`config.mk`:
```
export PLATFORM = sky130hd
export DESIGN_NAME = tribit_scrambler
export DESIGN_NICKNAME = d
export VERILOG_FILES = /design/src/rtl/scr_pkg.sv /design/src/rtl/scr_ctrl.sv /design/src/rtl/scr_datapath.sv /design/src/rtl/tribit_scrambler.sv
export SDC_FILE = /design/constraint.sdc
export NUM_CORES = 1
export LEC_CHECK = 0
export BUFFER_PORTS_ARGS = -buffer_cell sky130_fd_sc_hd__buf_2
export CORE_ASPECT_RATIO = 1.2
export CORE_MARGIN = 10
export CORE_UTILIZATION = 60
export CTS_CLUSTER_DIAMETER = 120
export CTS_CLUSTER_SIZE = 40
export DETAILED_ROUTE_END_ITERATION = 10
export GPL_TIMING_DRIVEN = 1
export MAX_ROUTING_LAYER = met4
export PLACE_DENSITY = 0.81
export SYNTH_ARGS = -nofsm -noshare
export SYNTH_HDL_FRONTEND = slang
export SYNTH_HIERARCHICAL = 1
export SYNTH_SLANG_ARGS = --single-unit
```
`constraint.sdc`:
```
create_clock -name clk -period 2.7 [get_ports clk]
set_input_delay 0.54 -clock clk [delete_from_list [all_inputs] [get_ports clk]]
set_output_delay 0.54 -clock clk [all_outputs]
set_load 0.01 [all_outputs]
```
`src/rtl/scr_pkg.sv`:
```
package scr_pkg;
  localparam int LFSR_W_DEF = 12;
  localparam int SYM_W_DEF  = 3;

  typedef struct packed {
    logic accept;
    logic reseed;
  } scrStrobe_t;
endpackage

```
`src/rtl/scr_ctrl.sv`:
```
module scr_ctrl
  import scr_pkg::*;
#(
  parameter int PERIOD = 160
) (
  input  logic       clk,
  input  logic       rst,
  input  logic       inValid,
  input  logic       outReady,
  output logic       inReady,
  output logic       outValid,
  output scrStrobe_t strb
);
  localparam int CNT_W = (PERIOD > 1) ? $clog2(PERIOD) : 1;
  localparam logic [CNT_W-1:0] LAST = CNT_W'(PERIOD - 1);

  logic [CNT_W-1:0] symCount;
  logic             atLast;

  assign inReady     = !outValid || outReady;
  assign strb.accept = inValid && inReady;
  assign atLast      = (symCount == LAST);
  assign strb.reseed = strb.accept && atLast;

  always_ff @(posedge clk) begin
    if (rst) begin
      symCount <= '0;
      outValid <= 1'b0;
    end else begin
      if (strb.accept) begin
        symCount <= atLast ? '0 : symCount + 1'b1;
        outValid <= 1'b1;
      end else if (outReady) begin
        outValid <= 1'b0;
      end
    end
  end

  p_count_range_r5: assert property (@(posedge clk) disable iff (rst)
    symCount <= LAST);
  p_wrap_r5: assert property (@(posedge clk) disable iff (rst)
    (strb.accept && atLast) |=> symCount == '0);
  p_count_idle_r7: assert property (@(posedge clk) disable iff (rst)
    !strb.accept |=> $stable(symCount));
  p_hold_r6: assert property (@(posedge clk) disable iff (rst)
    (outValid && !outReady) |-> !inReady);
  p_full_rate_r8: assert property (@(posedge clk) disable iff (rst)
    outReady |-> inReady);
  p_deliver_r8: assert property (@(posedge clk) disable iff (rst)
    strb.accept |=> outValid);
endmodule

```
`src/rtl/scr_datapath.sv`:
```
module scr_datapath
  import scr_pkg::*;
#(
  parameter int              LFSR_W = LFSR_W_DEF,
  parameter int              SYM_W  = SYM_W_DEF,
  parameter int              STEPS  = 8,
  parameter logic [LFSR_W-1:0] SEED = 12'hBAD,
  parameter logic [LFSR_W-1:0] TAPS = 12'h053
) (
  input  logic             clk,
  input  logic             rst,
  input  scrStrobe_t       strb,
  input  logic [SYM_W-1:0] inData,
  input  logic             inProbe,
  input  logic             outValid,
  input  logic             outReady,
  output logic [SYM_W-1:0] outData
);
  logic [LFSR_W-1:0] lfsr;
  logic [LFSR_W-1:0] stage [0:STEPS];
  logic [SYM_W-1:0]  tribit;
  logic [SYM_W-1:0]  dataEff;

  assign stage[0] = lfsr;

  for (genvar s = 0; s < STEPS; s++) begin : g_step
    assign stage[s+1] = {stage[s][LFSR_W-2:0], 1'b0}
                      ^ ({LFSR_W{stage[s][LFSR_W-1]}} & TAPS);
  end

  assign tribit  = stage[STEPS][SYM_W-1:0];
  assign dataEff = inProbe ? '0 : inData;

  always_ff @(posedge clk) begin
    if (rst) begin
      lfsr    <= SEED;
      outData <= '0;
    end else if (strb.accept) begin
      lfsr    <= strb.reseed ? SEED : stage[STEPS];
      outData <= dataEff + tribit;
    end
  end

  p_reseed_r5: assert property (@(posedge clk) disable iff (rst)
    strb.reseed |=> lfsr == SEED);
  p_idle_r7: assert property (@(posedge clk) disable iff (rst)
    !strb.accept |=> $stable(lfsr));
  p_probe_r4: assert property (@(posedge clk) disable iff (rst)
    (strb.accept && inProbe) |=> outData == $past(tribit));
  p_stall_r6: assert property (@(posedge clk) disable iff (rst)
    (outValid && !outReady) |=> $stable(outData));
endmodule

```
`src/rtl/tribit_scrambler.sv`:
```
module tribit_scrambler
  import scr_pkg::*;
#(
  parameter int                LFSR_W = LFSR_W_DEF,
  parameter int                SYM_W  = SYM_W_DEF,
  parameter int                STEPS  = 8,
  parameter int                PERIOD = 160,
  parameter logic [LFSR_W-1:0] SEED   = 12'hBAD,
  parameter logic [LFSR_W-1:0] TAPS   = 12'h053
) (
  input  logic             clk,
  input  logic             rst,
  input  logic             inValid,
  output logic             inReady,
  input  logic [SYM_W-1:0] inData,
  input  logic             inProbe,
  output logic             outValid,
  input  logic             outReady,
  output logic [SYM_W-1:0] outData
);
  scrStrobe_t strb;

  scr_ctrl #(.PERIOD(PERIOD)) u_ctrl (
    .clk      (clk),
    .rst      (rst),
    .inValid  (inValid),
    .outReady (outReady),
    .inReady  (inReady),
    .outValid (outValid),
    .strb     (strb)
  );

  scr_datapath #(
    .LFSR_W (LFSR_W),
    .SYM_W  (SYM_W),
    .STEPS  (STEPS),
    .SEED   (SEED),
    .TAPS   (TAPS)
  ) u_dp (
    .clk      (clk),
    .rst      (rst),
    .strb     (strb),
    .inData   (inData),
    .inProbe  (inProbe),
    .outValid (outValid),
    .outReady (outReady),
    .outData  (outData)
  );

  p_reset_idle_r1: assert property (@(posedge clk)
    rst |=> !outValid);
endmodule

```
==> metrics.txt <==
Worst R2R Path Depth=6; CP arrival=2.29 ns; total track usage=a little over an eighth; pin count of the biggest net entering global routing=19; Slew Limit Headroom=a little over three fifths; htree depth=1; Post-synth EDFFs=0; initial core utilization=64.8%; Net Count, Synth=between 150 and 200; hold path endpoint=u_dp/outData[1]; ys flop type=dfxtp_1; grt total ovfl=0; flip-flop and latch area=480 µm²; vias in the first global route=approximately 1100; RSZ-0062 raised after global routing=false; Least-Margin Pin Slew=approximately 0.56 ns; met1 wire length=between 1 and 1.5 mm; Seq cells post-synth=24; I/O Pins=13; dpl hpwl=~2.1 mm; clk_skew=~0.0076 ns; global-route wire length before repair=roughly 4.8 mm; vias per cell=~5.8; Area Growth Syn to Fin=6.11%; post-CTS sizing=0; final worst slack=0.645 ns; total negative setup slack=0 ns; sequential-to-total area share from yosys stat=35.0%; final wirelength=approximately 2.9 mm; Worst setup SP type=register; FF-to-FF setup slack=approximately 0.64 ns; pwr dens=~810 mW/mm²; met2 WL=1.56 mm; synthesized area per cell=around 8.8 µm²; async set or reset register ratio after synthesis=0%; hold_buf cts=0; worst path cell trace=ha_1, nand3_2, nor4_1, nor2b_1, and3_1, o31ai_1; Cell Area, Synth=0.00137 mm²; WS Path Type=register to register; I/O Buffers=12; Warnings, synthesis=6; post-DR wirelength/cell=~15 µm; Final setup viols=0; CTS Buffer Depth=2; fin. max-slew vios=0; via count=1127; pre-CTS WS=0.511 ns; highest metal used=met4; DRT Pass-1 Iters=4; Post-route DRC=0; CTS Buf Count=3; critical path's slowest cell=nor4_1; fillers=about 190; Leak=roughly 0.00058 µW; core area=roughly 0.0021 mm²; number of nets in the layout=between 150 and 200; Root Buffer=clkbuf_4; Max IR drop VDD=between 500 and 600 µV; routability cong.=between 0.8 and 0.9; post-CTS setup repair buffer count=0; initial antenna violation count=0; worst endpoint required time=between 2 and 3 ns; R2R Path End=u_dp/lfsr[8]; CTS clk-pin slew, worst paths=about 0.13 ns; die area=0.00461 mm²; area of the multi-input gates=about 800 µm²; Hold Path Class=register to register; metal3 WL=around 120 µm; top cells by area, synth=dfxtp_1, xor2_1, xnor2_1; HP Start=u_dp/outData[1]; critical path fanouts, max=7; share of cells above drive strength 1=roughly 15%; FP Rows=18; Final Cycle Share=about three quarters; worst-skew pair later-pin latency=just over 0.3 ns; initial DRC count=91; outcome=completed; Fmax=between 400 and 500 MHz; Worst Hold Slack=between 0.5 and 0.6 ns; final hold violations=0; Reg-to-Reg Start=u_ctrl/symCount[1]; count of cell types in the netlist=40; CTS tree=yes; Worst path max stage delay=between 0.5 and 0.6 ns; Num Clock Sinks=24; Final min period=just over 2 ns; Detail Route Antenna Nets=0; crit end category=register; Synth top area share=about a third; synthesized instance count=156; Synth area leader=dfxtp_1; Die W=63.6 µm; Max Cap Viol=0; antenna cell count=0; hold depth=2; die height=around 72 µm
worst max path at each step:
stage	endpoint	slack, ns	from	cells past startpoint
after global placement	u_dp/lfsr[4]	0.59	inValid	6
after CTS	u_dp/lfsr[8]	0.67	u_ctrl/symCount[1]	6
after detailed placement	u_dp/lfsr[4]	0.51	inValid	6
after floorplan	u_dp/outData[2]	0.83	u_dp/lfsr[10]	7
after global routing	u_dp/lfsr[5]	0.46	u_ctrl/symCount[1]	6
final	u_dp/lfsr[8]	0.64	u_ctrl/symCount[1]	6
layout by cell type, fill, tap and decap left out, drive strengths merged, types with 3 or more instances in the layout:
cell type and n:
nor2b 7, mux2i 3, dfxtp 24, clkbuf 4, o31ai 7, nor4 3, o21ai 8, nor2 10
o21a 3, inv 6, xnor2 7, nand2b 3, nand4 3, xor2 8, a21oi 11, buf 14
or4 4, nand2 12, nand3 7
Yosys cell counts, types with 2 or more instances:
cell and count:
a21oi_1 10, and3_1 2, buf_2 4, buf_6 2
clkbuf_1 3, dfxtp_1 24, ha_1 2, inv_1 6
mux2i_1 3, nand2_1 12, nand2b_1 3, nand3_1 6
nand4_1 3, nor2_1 10, nor2b_1 6, nor3_1 2
nor4_1 3, o21a_1 3, o21ai_0 8, o22ai_1 2
o31ai_1 7, or3_1 2, or4_1 3, xnor2_1 7
xor2_1 8
flip-flops by register name, indices dropped and copies added, names as in the netlist:
name	count
u_ctrl/symCount	8
u_dp/outData	3
u_dp/lfsr	12
u_ctrl/outValid	1
per-layer routing:
metal	global-route usage, %	vias to the layer above
met1	11.8	539
met5	-	-
met3	2.76	6
li1	-	561
met2	24.6	21
met4	7.30	0
layout make-up:
class | instances | area share (%)
repair buffers | 14 | 5.16
flip-flops and latches | 24 | 33.0
well taps | 30 | 2.58
clock buffers | 4 | 2.49
multi-input cells | 115 | 55.2
inverters | 6 | 1.55
stage by stage:
step,area (µm²),cells,utilization [%],total power (µW)
3_5_place_dp,1420,189,67.0,996
5_1_grt,1460,193,68.7,1270
6_report,1460,193,68.7,1170
4_1_cts,1460,193,68.7,1180
3_3_place_gp,1420,189,67.0,971
2_1_floorplan,1370,156,-,908
worst max-delay path, delay by kind of cell, from the launching register on:
| kind | cells | cell delay (ns) |
|---|---|---|
| AOI/OAI and AO/OA | 1 | 0.20 |
| adders and majority gates | 1 | 0.22 |
| and+or+nand+nor | 4 | 1.12 |
| DFF | 1 | 0.43 |
kinds of logic after synthesis:
family	count (synthesis)	synth area share, %
AO/OA/AOI/OAI	33	15.2
XOR/XNOR	17	13.0
adder cells (fa/ha/maj)	3	3.28
buffers and inverters	17	6.39
flip-flops	24	35.0
multiplexers	4	3.01
AND/OR/NAND/NOR	58	24.1
report_power, final:
| group | leakage [µW] | total, µW | switching (µW) | internal, µW |
|---|---|---|---|---|
| Sequential | 0.000197 | 519 | 91.6 | 428 |
| Clock | 0.0000210 | 182 | 100 | 82.3 |
| Combinational | 0.000360 | 472 | 225 | 248 |
| Total | 0.000577 | 1170 | 416 | 758 |
No activity file was read; power rests on OpenSTA's default activity.
